--- src/rtl/frm_irq_pkg.sv ---
package frm_irq_pkg;
    localparam int REG_W    = 8;
    localparam int NUM_SECT = 2;
    localparam int RX_BIT   = 7;
    localparam int TX_BIT   = 1;
    localparam int OS_BIT   = 0;
    localparam logic [REG_W-1:0] EN_MASK =
        REG_W'((1 << RX_BIT) | (1 << TX_BIT) | (1 << OS_BIT));

    typedef enum logic {SEC_IDLE, SEC_WAIT} sect_state_e;
    typedef enum logic {OS_CLEAR, OS_PENDING} os_state_e;
endpackage

--- src/rtl/frm_irq_tick.sv ---
module frm_irq_tick #(
    parameter int TERMINAL = 249,
    parameter int CNT_W    = 8
) (
    input  logic clk,
    input  logic rst_n,
    output logic tick
);
    localparam logic [CNT_W-1:0] TERM = CNT_W'(TERMINAL);

    logic [CNT_W-1:0] cnt_q;

    assign tick = (cnt_q == TERM);

    always_ff @(posedge clk or negedge rst_n) begin
        if (!rst_n)    cnt_q <= '0;
        else if (tick) cnt_q <= '0;
        else           cnt_q <= cnt_q + 1'b1;
    end

    p_range_r6: assert property (@(posedge clk) disable iff (!rst_n)
        cnt_q <= TERM);
    p_single_tick_r6: assert property (@(posedge clk) disable iff (!rst_n)
        tick |=> !tick);
endmodule

--- src/rtl/frm_irq_sect.sv ---
module frm_irq_sect
    import frm_irq_pkg::*;
(
    input  logic clk,
    input  logic rst_n,
    input  logic req,
    input  logic ack,
    output logic pending
);
    sect_state_e state_q, state_d;

    always_ff @(posedge clk or negedge rst_n) begin
        if (!rst_n) state_q <= SEC_IDLE;
        else        state_q <= state_d;
    end

    always_comb begin
        state_d = state_q;
        unique case (state_q)
            SEC_IDLE: if (req)         state_d = SEC_WAIT;
            SEC_WAIT: if (ack && !req) state_d = SEC_IDLE;
            default:                   state_d = SEC_IDLE;
        endcase
    end

    always_comb begin
        pending = (state_q == SEC_WAIT);
    end

    p_set_r4: assert property (@(posedge clk) disable iff (!rst_n)
        req |=> pending);
    p_clear_r4: assert property (@(posedge clk) disable iff (!rst_n)
        (ack && !req) |=> !pending);
    p_hold_r4: assert property (@(posedge clk) disable iff (!rst_n)
        (!ack && !req) |=> $stable(pending));
endmodule

--- src/rtl/frm_irq_onesec.sv ---
module frm_irq_onesec
    import frm_irq_pkg::*;
(
    input  logic clk,
    input  logic rst_n,
    input  logic tick,
    input  logic rd_clr,
    output logic pending
);
    os_state_e state_q, state_d;

    always_ff @(posedge clk or negedge rst_n) begin
        if (!rst_n) state_q <= OS_CLEAR;
        else        state_q <= state_d;
    end

    always_comb begin
        state_d = state_q;
        unique case (state_q)
            OS_CLEAR:   if (tick)            state_d = OS_PENDING;
            OS_PENDING: if (rd_clr && !tick) state_d = OS_CLEAR;
            default:                         state_d = OS_CLEAR;
        endcase
    end

    always_comb begin
        pending = (state_q == OS_PENDING);
    end

    p_set_wins_r7: assert property (@(posedge clk) disable iff (!rst_n)
        tick |=> pending);
    p_read_clear_r5: assert property (@(posedge clk) disable iff (!rst_n)
        (rd_clr && !tick) |=> !pending);
endmodule

--- src/rtl/frm_irq_agg.sv ---
module frm_irq_agg
    import frm_irq_pkg::*;
#(
    parameter int              ADDR_W        = 8,
    parameter logic [ADDR_W-1:0] EN_ADDR     = 'h04,
    parameter logic [ADDR_W-1:0] STAT_ADDR   = 'h05,
    parameter int              TICK_TERMINAL = 249
) (
    input  logic              clk,
    input  logic              rst_n,
    input  logic [ADDR_W-1:0] reg_addr,
    input  logic [7:0]        reg_wdata,
    input  logic              reg_wr,
    input  logic              reg_rd,
    output logic [7:0]        reg_rdata,
    input  logic              rx_sect_req,
    input  logic              rx_sect_ack,
    input  logic              tx_sect_req,
    input  logic              tx_sect_ack,
    output logic              irq_out
);
    localparam int TICK_W = (TICK_TERMINAL < 2) ? 1 : $clog2(TICK_TERMINAL + 1);
    localparam int SECT_POS [NUM_SECT] = '{RX_BIT, TX_BIT};

    logic [NUM_SECT-1:0] sect_req, sect_ack, sect_pend;
    logic [REG_W-1:0]    en_q, stat_vec, rd_mux;
    logic                tick, os_pend, rd_clr, irq_q;

    assign sect_req = {tx_sect_req, rx_sect_req};
    assign sect_ack = {tx_sect_ack, rx_sect_ack};
    assign rd_clr   = reg_rd && (reg_addr == STAT_ADDR);

    frm_irq_tick #(.TERMINAL(TICK_TERMINAL), .CNT_W(TICK_W)) u_tick (
        .clk(clk), .rst_n(rst_n), .tick(tick)
    );

    frm_irq_onesec u_onesec (
        .clk(clk), .rst_n(rst_n), .tick(tick), .rd_clr(rd_clr), .pending(os_pend)
    );

    for (genvar s = 0; s < NUM_SECT; s++) begin : g_sect
        frm_irq_sect u_sect (
            .clk(clk), .rst_n(rst_n), .req(sect_req[s]), .ack(sect_ack[s]),
            .pending(sect_pend[s])
        );
    end

    always_comb begin
        stat_vec = '0;
        for (int s = 0; s < NUM_SECT; s++) stat_vec[SECT_POS[s]] = sect_pend[s];
        stat_vec[OS_BIT] = os_pend;
    end

    always_comb begin
        if (reg_addr == EN_ADDR)        rd_mux = en_q;
        else if (reg_addr == STAT_ADDR) rd_mux = stat_vec;
        else                            rd_mux = '0;
    end

    always_ff @(posedge clk or negedge rst_n) begin
        if (!rst_n) begin
            en_q      <= '0;
            reg_rdata <= '0;
            irq_q     <= 1'b0;
        end else begin
            if (reg_wr && reg_addr == EN_ADDR) en_q <= reg_wdata & EN_MASK;
            reg_rdata <= reg_rd ? rd_mux : '0;
            irq_q     <= |(stat_vec & en_q);
        end
    end

    assign irq_out = irq_q;

    p_veto_r9: assert property (@(posedge clk) disable iff (!rst_n)
        (en_q == '0) |=> !irq_out);
    p_unused_zero_r2: assert property (@(posedge clk) disable iff (!rst_n)
        (en_q & ~EN_MASK) == '0);
    p_idle_rdata_r2: assert property (@(posedge clk) disable iff (!rst_n)
        !reg_rd |=> (reg_rdata == '0));
endmodule

--- config.mk ---
export PLATFORM = sky130hd
export DESIGN_NAME = frm_irq_agg
export DESIGN_NICKNAME = d
export VERILOG_FILES = /design/src/rtl/frm_irq_pkg.sv /design/src/rtl/frm_irq_tick.sv /design/src/rtl/frm_irq_sect.sv /design/src/rtl/frm_irq_onesec.sv /design/src/rtl/frm_irq_agg.sv
export SDC_FILE = /design/constraint.sdc
export NUM_CORES = 1
export LEC_CHECK = 0
export CORE_MARGIN = 2
export CORE_UTILIZATION = 30
export DETAILED_ROUTE_END_ITERATION = 10
export PLACE_DENSITY = 0.58
export SYNTH_ARGS = -nofsm -noshare
export SYNTH_HDL_FRONTEND = slang
export SYNTH_SLANG_ARGS = --single-unit
export TNS_END_PERCENT = 20
--- constraint.sdc ---
create_clock -name clk -period 2.2 [get_ports clk]
set_input_delay 0.44 -clock clk [delete_from_list [all_inputs] [get_ports clk]]
set_output_delay 0.44 -clock clk [all_outputs]
set_load 0.03 [all_outputs]
==> impl_results.md, run 1 <==
- Worst hold slack: 0.473 ns
- Post-DP HPWL: between 1000 and 1500 um
- Core region area: 2730 um2
- # resized after CTS: 0
- Overall die width: roughly 57 um
- Cts-stage hold buffer count: 0
- Largest incremental delay on the critical path: between 0.6 and 0.7 ns
- Cell area after synthesis: around 850 um2
- Cell area after placement: 1090 um2
- Worst IR drop on VDD: around 0.25 mV
- Layout fillers: roughly 270
- I/O pins: 33
- Reported max-cap violation count: 0
- Via total after detailed routing: just over 600
- Count of standard-cell rows: 19
- Endpoint class of the critical path: output port
- Largest buffer count on any clock path: 2
- Antenna cell count: 0
- Layout area overhead: 32.3%
- Startpoint class of the critical path: flip-flop
- Ranking of synthesized cells by instance count: sky130_fd_sc_hd__dfrtp_1, sky130_fd_sc_hd__nor2_1, sky130_fd_sc_hd__buf_4
- Cell family contributing the most delay on the critical path: buffers and inverters
- Mean instance size in the synthesized netlist: about 11 um2
- Final-report max-slew violation count: 0
- Starting utilization of the core area: 0.312
- Cell leakage power: between 0.5 and 0.6 nW
- Input/output buffers: 22
- Min Tclk post-route: 1.75 ns
- Proportion of synthesized chip area in sequential cells: 0.528
- GRT Residual Overflow: 0
- Final GP Congestion: 0.690
- Most numerous cell in the Yosys netlist: sky130_fd_sc_hd__dfrtp_1
- CP max-delay cell: sky130_fd_sc_hd__clkdlybuf4s50_1
- H-tree level count: 1
- Wire length of the first global-routing pass: around 2500 um
- Critical path buffer and inverter count: 1
- Clock skew after layout: roughly 0.0052 ns
- Largest net degree at the start of global routing: 19
- Type of the worst setup path: flip-flop to output port
- Peak clock frequency supported by timing: approximately 570 MHz
- Buffer type at the clock tree root: sky130_fd_sc_hd__clkbuf_4
- Fraction of the cycle the final worst path needs: 0.794
- Maximum net fanout on the critical path: 1
- Share of post-route cells with drive strength above 1: 0.110
- Post-CTS Setup Bufs: 0
- DRC violation total after the first TritonRoute iteration: 16
- Number of hold violations in the final report: 0
- Number of sinks on the clock net: 18
- DRT Wirelength: around 1400 um
- Post-synthesis sequential element count: 18
- Fraction of registers with async set or reset after synthesis: 1.00
- Total area of multi-input combinational cells: approximately 360 um2
- Yosys top cell area share: 0.528
- First-pass iteration count of the detailed router: 4
- Kind of path behind the tightest hold check: input pin to asynchronous set/reset pin
- Ranking of synthesized cells by area: sky130_fd_sc_hd__dfrtp_1, sky130_fd_sc_hd__buf_4, sky130_fd_sc_hd__nor2_1, sky130_fd_sc_hd__mux2_2, sky130_fd_sc_hd__mux2i_1
- Result of the run: finished clean
- Syn Inst Count: 75
- Number of distinct library cells after synthesis: 27
- Die height: 57.3 um
- Via count of the first global-routing pass: 602
- Summed area of non-filler cells in the final layout: approximately 1100 um2
- GRT Util Overall: 0.0984
- Critical path required time: roughly 1.8 ns
- CTS tree: built
- Setup repair after global routing missed its margin: no
- Remaining antenna violation count: 0
- Post-Route Setup TNS: 0 ns
- Latest clock arrival within the worst-skew pair: around 0.28 ns
- Clock Pin Slew Worst Setup and Hold Paths: ~0.10 ns
- Number of nets in the layout: between 100 and 150
- DRC viols: 0
- Total power after layout: roughly 0.61 mW
- Total clock buffers created by CTS: 3
- Routed length per placed instance: 10.7 um
- Final core occ: 0.413
- DIE AREA: between 3000 and 4000 um2
- Power density over the cells: 539 nW/um2
- Via density per instance: approximately 4.6
- Initial antenna violation count: 0
- Most used DFF post-synth: sky130_fd_sc_hd__dfrtp_1
- Largest area contributor in the synthesized netlist: sky130_fd_sc_hd__dfrtp_1
- Worst path cell trace: clkdlybuf4s50_1
- Number of synthesized flops with an enable pin: 0
- Crit path arrival time: ~1.3 ns
- Number of warnings printed during yosys synthesis: 0
- Seq. cell area: 450 um2
- Final setup viols: 0
-- cells by family after synthesis --
kind of cell	after synthesis	synth area share
flops	18	0.528
simple gates	25	0.182
other cells	1	0.00439
compound gates	10	0.0836
buf+inv	10	0.0674
fa+ha+maj	2	0.0293
xor+xnor	3	0.0308
mux	6	0.0748
-- worst paths after layout --
| check | startpoint | end | slack (ns) | depth (start not counted) |
|---|---|---|---|---|
| min in group clk | u_tick.cnt_q[0]$_DFF_PN0_ | u_tick.cnt_q[0]$_DFF_PN0_ | 0.50 | 1 |
| max in group asynchronous | rst_n | g_sect[1].u_sect.pending$_DFF_PN0_ | 1.53 | 2 |
| worst max-delay path | irq_out$_DFF_PN0_ | irq_out | 0.45 | 1 |
| worst min register to register | u_tick.cnt_q[0]$_DFF_PN0_ | u_tick.cnt_q[0]$_DFF_PN0_ | 0.50 | 1 |
| worst max register to register | u_tick.cnt_q[3]$_DFF_PN0_ | u_tick.cnt_q[2]$_DFF_PN0_ | 0.92 | 3 |
| worst min-delay path | rst_n | u_tick.cnt_q[5]$_DFF_PN0_ | 0.47 | 2 |
-- routing by layer --
metal	vias to the layer above	global-route usage	routed length (um)
met5	-	0	0
met4	0	0.0399	12
met3	2	0.0204	54
met2	13	0.176	746
met1	290	0.115	594
li1	301	-	-
-- flip-flops by register name (all words and copies together), names as in the netlist --
name / flops
en_q: 3
g_sect.u_sect.pending: 2
irq_out: 1
reg_rdata: 3
u_onesec.pending: 1
u_tick.cnt_q: 8
-- placed cells by master (no fill, tap or decap) --
master / synthesis / routed
sky130_fd_sc_hd__clkdlybuf4s50_1: 0 / 22
sky130_fd_sc_hd__dfrtp_1: 18 / 18
sky130_fd_sc_hd__nor2_1: 9 / 9
sky130_fd_sc_hd__conb_1: 1 / 5
sky130_fd_sc_hd__inv_1: 4 / 4
sky130_fd_sc_hd__nand3_1: 4 / 4
sky130_fd_sc_hd__nand2_1: 3 / 3
sky130_fd_sc_hd__mux2i_1: 3 / 3
sky130_fd_sc_hd__a21o_1: 3 / 3
sky130_fd_sc_hd__mux2_2: 3 / 3
sky130_fd_sc_hd__clkbuf_4: 0 / 3
sky130_fd_sc_hd__o21ai_0: 2 / 2
sky130_fd_sc_hd__or3_1: 2 / 2
sky130_fd_sc_hd__a21oi_1: 2 / 2
sky130_fd_sc_hd__xor2_1: 2 / 2
sky130_fd_sc_hd__ha_1: 2 / 2
sky130_fd_sc_hd__and4_1: 1 / 1
sky130_fd_sc_hd__and4b_1: 1 / 1
sky130_fd_sc_hd__xnor2_1: 1 / 1
sky130_fd_sc_hd__nor4b_4: 1 / 1
sky130_fd_sc_hd__nor4b_1: 1 / 1
sky130_fd_sc_hd__a222oi_1: 1 / 1
sky130_fd_sc_hd__nand2b_1: 1 / 1
sky130_fd_sc_hd__a21bo_2: 1 / 1
sky130_fd_sc_hd__a22o_1: 1 / 1
sky130_fd_sc_hd__nor3_1: 1 / 1
sky130_fd_sc_hd__nand4b_2: 1 / 1
sky130_fd_sc_hd__clkbuf_8: 0 / 1
sky130_fd_sc_hd__buf_4: 5 / 1
-- power breakdown --
group	internal, mW	switching, mW	leakage [nW]
logic	0.0408	0.0321	0.280
clock network	0.101	0.0932	0.0210
registers	0.337	0.00474	0.230
-- layout make-up --
class	instances	share of cell area
multi-input cells	51	0.319
clock buffers	4	0.0322
inverters	4	0.0133
repair buffers	23	0.202
well taps	31	0.0344
flip-flops and latches	18	0.399
-- stage by stage --
stage	worst slack (ns)	cells
floorplan	0.889	79
global placement	0.347	127
detailed placement	0.341	127
CTS	0.431	131
global route	0.394	131
finish	0.453	131
Note: power is estimated with default switching activity, not from simulation.
==> run 2: changes to the inputs <==
- PLACE_DENSITY: 0.58 -> 0.61
- clock period: 2.2 -> 1.41 ns (I/O delays scaled with it)
==> impl_results.md, run 2 (synthesized netlist as in run 1, its figures left out) <==
- Startpoint class of the critical path: input pin
- PnR worst setup slack: 0.0688 ns (-0.384 ns)
- Crit path arrival time: 1.52 ns (+0.21 ns)
- Share of post-route cells with drive strength above 1: 0.127 (+0.0175)
- Endpoint class of the critical path: flip-flop
- Power dissipated by switching net loads: 0.210 mW (+61%)
- Remaining antenna violation count: 0 (unchanged)
- Total power after layout: 0.958 mW (+57%)
- Total clock buffers created by CTS: 3 (unchanged)
- Via total after detailed routing: 604 (-0.33%)
- Min Tclk post-route: 1.34 ns
- Number of sinks on the clock net: 18 (unchanged)
- Via count of the first global-routing pass: 620 (+3.0%)
- Flip-flop count of the largest register after layout: 8 (unchanged)
- Most frequent cells in the layout: sky130_fd_sc_hd__dfrtp_1, sky130_fd_sc_hd__clkdlybuf4s50_1, sky130_fd_sc_hd__nor2_1, sky130_fd_sc_hd__conb_1
- GRT Util Overall: 0.0956 (-0.00281)
- Result of the run: finished clean
- Power density over the cells: 841 nW/um2 (+56%)
- Pre-CTS worst setup slack: -0.260 ns (-0.601 ns)
- Final setup viols: 0 (unchanged)
- Setup repair after global routing missed its margin: no
- Kind of path behind the tightest hold check: input pin to asynchronous set/reset pin
- DIE AREA: 3290 um2 (unchanged)
- Fraction of the cycle the final worst path needs: 0.951
- Worst path cell trace: clkdlybuf4s50_1 > nor4b_4 > nand4b_2 > mux2_2
- Sequential share of power: 0.557 (-0.005)
- Layout area overhead: 33.4%
- Largest buffer count on any clock path: 2 (unchanged)
- Registers with the most flip-flops: u_tick.cnt_q x8, en_q x3, reg_rdata x3
- DRC violation total after the first TritonRoute iteration: 14 (-2)
- Die height: 57.3 um (unchanged)
- CP max-delay cell: sky130_fd_sc_hd__clkdlybuf4s50_1
- Setup slack of the worst register-to-register path: 0.16 ns (-0.76 ns)
- Count of standard-cell rows: 19 (unchanged)
- Final core occ: 0.416 (+0.00366)
- First-pass iteration count of the detailed router: 4 (unchanged)
- DRC viols: 0 (unchanged)
- Layout fillers: 283 (+4.4%)
- Via density per instance: 4.54 (-1.8%)
- Type of the worst setup path: input pin to flip-flop
- Post-Route Setup TNS: 0 ns (unchanged)
- Number of nets in the layout: 129 (+1.6%)
- Post-DP HPWL: 1150 um (-1.3%)
- I/O pins: 33 (unchanged)
- DRT Wirelength: 1400 um (-0.71%)
- Latest clock arrival within the worst-skew pair: 0.28 ns (about the same)
- Proportion of power drawn by combinational gates: 0.121 (about the same)
- Critical path required time: 1.59 ns (-0.17 ns)
- Wire length of the first global-routing pass: 2520 um (+0.84%)
- Power share of the clock group: 0.323 (+0.005)
- H-tree level count: 1 (unchanged)
- Overall die width: 57.3 um (unchanged)
- Critical path buffer and inverter count: 1 (unchanged)
- Switch share: 0.219 (+0.00555)
- Core region area: 2730 um2 (unchanged)
- CTS tree: built
- Initial antenna violation count: 0 (unchanged)
- Number of hold violations in the final report: 0 (unchanged)
- Antenna cell count: 0 (unchanged)
- GRT Residual Overflow: 0 (unchanged)
- Largest net degree at the start of global routing: 19 (unchanged)
- Peak clock frequency supported by timing: approximately 750 MHz
- Input/output buffers: 22 (unchanged)
- Clock skew after layout: 0.000453 ns (-0.00477 ns)
- Internal power: 0.748 mW (+56%)
- Largest incremental delay on the critical path: 0.44 ns (-0.23 ns)
- Top register by number of flip-flops: u_tick.cnt_q
- Routed length per placed instance: 10.5 um (-2.2%)
- Worst IR drop on VDD: 0.534 mV (+110%)
- Cell family contributing the most delay on the critical path: simple AND/OR/NAND/NOR gates
- Clock Pin Slew Worst Setup and Hold Paths: 0.10 ns (about the same)
- Final GP Congestion: 0.706 (+2.3%)
- Buffer type at the clock tree root: sky130_fd_sc_hd__clkbuf_4
- Final-report max-slew violation count: 0 (unchanged)
- Maximum net fanout on the critical path: 3 (+2)
- Cell leakage power: 0.560 nW (+5.5%)
- Starting utilization of the core area: 0.312 (unchanged)
- Reported max-cap violation count: 0 (unchanged)
==> run 2: worst paths after layout <==
kind	start	to	cells after the start
min in group clk	u_tick.cnt_q[0]$_DFF_PN0_	u_tick.cnt_q[0]$_DFF_PN0_	1
worst min register to register	u_tick.cnt_q[0]$_DFF_PN0_	u_tick.cnt_q[0]$_DFF_PN0_	1
worst max register to register	u_tick.cnt_q[3]$_DFF_PN0_	u_tick.cnt_q[2]$_DFF_PN0_	3
worst min-delay path	rst_n	g_sect[0].u_sect.pending$_DFF_PN0_	2
worst max-delay path	reg_addr[6]	en_q[0]$_DFFE_PN0P_	4
max in group asynchronous	rst_n	reg_rdata[0]$_DFF_PN0_	2
==> run 2: repair_timing <==
action / 4_1_cts / 5_1_grt
hold endpoints to repair: 0 / 0
resized for setup: 4 / 0
buffers inserted: 0 / 0
endpoints found under the setup margin: 4 / 0
hold buffers: 0 / 0
==> run 2: layout make-up <==
class	instances	area (um2)	area share
clock buffer	4	36.3	0.0319
inverter	4	15.0	0.0132
multi-input combinational	51	360	0.316
sequential	18	450	0.396
tap	31	38.8	0.0341
timing repair buffer	25	238	0.209
==> run 2: power by group through the flow <==
| stage | clock, mW | sequential, mW | combinational (mW) |
|---|---|---|---|
| 3_5_place_dp | 0 | 0.543 | 0.119 |
| 6_report | 0.309 | 0.533 | 0.116 |
| 3_3_place_gp | 0 | 0.543 | 0.117 |
| 4_1_cts | 0.316 | 0.533 | 0.118 |
| 2_1_floorplan | 0 | 0.545 | 0.0488 |
| 5_1_grt | 0.332 | 0.534 | 0.126 |
==> run 2: per-stage QoR <==
stage               area [um2]  hold WS, ns  instances
floorplan                  868      -0.0136         79
global placement          1110        0.478        129
detailed placement        1110        0.487        129
CTS                       1140        0.311        133
global route              1140        0.338        133
finish                    1140        0.309        133
==> run 2: per-layer routing <==
layer | track usage | wire length, um | up-vias
li1 | - | - | 304
met3 | 0.0204 | 54 | 0
met1 | 0.109 | 602 | 286
met2 | 0.177 | 739 | 14
met5 | 0 | 0 | -
met4 | 0.0299 | 0 | 0
==> run 3: changes to the inputs <==
- CORE_MARGIN: 2 -> 1.5
- CORE_UTILIZATION: 30 -> 38
- PLACE_DENSITY: 0.61 -> 0.74
==> impl_results.md, run 3 (synthesized netlist as in run 1, its figures left out) <==
- Result of the run: finished clean
- Flip-flop count of the largest register after layout: 8 (unchanged)
- Clock skew after layout: 0.00470 ns (+0.00425 ns)
- CP max-delay cell: sky130_fd_sc_hd__clkdlybuf4s50_1
- Endpoint of the worst register-to-register path: u_tick.cnt_q[2]$_DFF_PN0_
- Post-Route Setup TNS: 0 ns (unchanged)
- Post-CTS Setup Bufs: 0 (unchanged)
- Via count of the first global-routing pass: 598 (-3.5%)
- Remaining antenna violation count: 0 (unchanged)
- Min Tclk post-route: 1.35 ns (+0.0108 ns)
- Total power after layout: 0.956 mW (-0.17%)
- Crit path arrival time: 1.53 ns (about the same)
- FF-to-FF Start: u_tick.cnt_q[3]$_DFF_PN0_
- CTS tree: built
- Number of hold violations in the final report: 0 (unchanged)
- Critical path required time: 1.59 ns (about the same)
- PnR worst setup slack: 0.0580 ns (-0.0108 ns)
- Number of nets in the layout: 129 (unchanged)
- Core region area: 2040 um2 (-25%)
- First-pass iteration count of the detailed router: 4 (unchanged)
- H-tree level count: 1 (unchanged)
- Total clock buffers created by CTS: 3 (unchanged)
- GRT Residual Overflow: 0 (unchanged)
- Fraction of the cycle the final worst path needs: 0.959 (+0.00763)
- Overall die width: 50.4 um (-12%)
- Count of standard-cell rows: 16 (-3)
- Via density per instance: 4.73 (+4.1%)
- Top register by number of flip-flops: u_tick.cnt_q
- Die height: 50.4 um (-12%)
- Starting utilization of the core area: 0.418 (+0.106)
- DIE AREA: 2540 um2 (-23%)
- Final-report max-slew violation count: 0 (unchanged)
- Peak clock frequency supported by timing: 740 MHz (-0.80%)
- Number of cells traversed by the worst register-to-register path: 3 (unchanged)
- Power density over the cells: 843 nW/um2 (+0.27%)
- Endpoint class of the critical path: flip-flop
- Clock Pin Slew Worst Setup and Hold Paths: 0.10 ns (about the same)
- Initial antenna violation count: 0 (unchanged)
- Cts-stage hold buffer count: 0 (unchanged)
- Cell family contributing the most delay on the critical path: simple AND/OR/NAND/NOR gates
- DRT Wirelength: 1350 um (-3.7%)
- Kind of path behind the tightest hold check: input pin to asynchronous set/reset pin
- Type of the worst setup path: input pin to flip-flop
- DRC violation total after the first TritonRoute iteration: 11 (-3)
- Critical path buffer and inverter count: 1 (unchanged)
- Layout fillers: 190 (-33%)
- Reported max-cap violation count: 0 (unchanged)
- Worst path cell trace: clkdlybuf4s50_1 > nor4b_4 > nand4b_2 > mux2_2
- Post-DP HPWL: 1130 um (-1.7%)
- Layout area overhead: 32.8%
- Input/output buffers: 22 (unchanged)
- I/O pins: 33 (unchanged)
- DRC viols: 0 (unchanged)
- Largest buffer count on any clock path: 2 (unchanged)
- Via total after detailed routing: 610 (+0.99%)
- Setup repair after global routing missed its margin: no
- Final setup viols: 0 (unchanged)
- Pre-CTS worst setup slack: -0.268 ns (-0.00821 ns)
- Routed length per placed instance: 10.4 um (-0.66%)
- Cell leakage power: 0.560 nW (unchanged)
- Number of sinks on the clock net: 18 (unchanged)
- Buffer type at the clock tree root: sky130_fd_sc_hd__clkbuf_4
- Startpoint class of the critical path: input pin
- Setup slack of the worst register-to-register path: 0.16 ns (about the same)
- Largest net degree at the start of global routing: 19 (unchanged)
- Maximum net fanout on the critical path: 3 (unchanged)
- Share of post-route cells with drive strength above 1: 0.127 (unchanged)
- Most frequent cells in the layout: sky130_fd_sc_hd__dfrtp_1, sky130_fd_sc_hd__clkdlybuf4s50_1, sky130_fd_sc_hd__nor2_1, sky130_fd_sc_hd__conb_1
- Antenna cell count: 0 (unchanged)
- GRT Util Overall: 0.130 (+0.0339)
- Worst hold slack: 0.300 ns (-0.00973 ns)
- Latest clock arrival within the worst-skew pair: 0.29 ns (about the same)
- Final GP Congestion: 0.782 (+11%)
- Registers with the most flip-flops: u_tick.cnt_q x8, en_q x3, reg_rdata x3
- Largest incremental delay on the critical path: 0.45 ns (about the same)
- Worst IR drop on VDD: 0.632 mV (+18%)
- Wire length of the first global-routing pass: 2450 um (-2.7%)
## run 3: cell counts in the layout (fill, tap and decap cells not counted)
No cell type changed its count.
## run 3: how the worst max path moves through the flow
stage | from | end | slack, ns | cells past startpoint
floorplan | u_tick.cnt_q[4]$_DFF_PN0_ | u_onesec.pending$_DFF_PN0_ | 0.23 | 4
global route | reg_addr[6] | en_q[0]$_DFFE_PN0P_ | 0.02 | 4
global placement | reg_addr[6] | en_q[1]$_DFFE_PN0P_ | -0.23 | 4
finish | reg_addr[6] | en_q[0]$_DFFE_PN0P_ | 0.06 | 4
CTS | reg_addr[6] | en_q[1]$_DFFE_PN0P_ | 0.05 | 4
detailed placement | reg_addr[6] | en_q[1]$_DFFE_PN0P_ | -0.27 | 4
## run 3: where the power goes
group / total, mW / internal [mW] / leakage (nW) / switching, mW
Sequential: 0.533 / 0.526 / 0.230 / 0.00710
Clock: 0.307 / 0.157 / 0.0210 / 0.150
Combinational: 0.116 / 0.0649 / 0.310 / 0.0513
Total: 0.956 / 0.748 / 0.560 / 0.208
## run 3: cell type report
class | instances | area, um2 | share of cell area
Inverter | 4 | 15.0 | 0.0132
Clock buffer | 4 | 36.3 | 0.0320
Tap cell | 27 | 33.8 | 0.0298
Timing Repair Buffer | 25 | 238 | 0.210
Sequential cell | 18 | 450 | 0.397
Multi-Input combinational cell | 51 | 360 | 0.318
## run 3: per-stage QoR
step                      instance area (um2)  utilization  std cells
after detailed placement                 1100        0.540        125
after global placement                   1100        0.540        125
final                                    1130        0.555        129
after global routing                     1130        0.555        129
after floorplan                           868            -         79
after CTS                                1130        0.555        129
## run 3: layer usage
layer	part of all wire	track usage	vias to the layer above	routed length, um
met5	0	0	-	0
met1	0.44	0.160	282	592
met3	0.056	0.0357	3	75
met2	0.49	0.206	20	657
met4	0.016	0.0676	0	21
li1	-	-	305	-
## run 3: what timing repair did
action                                  4_1_cts  5_1_grt
endpoints found under the hold margin         0        0
gates resized for setup                       4        0
endpoints found under the setup margin        4        0
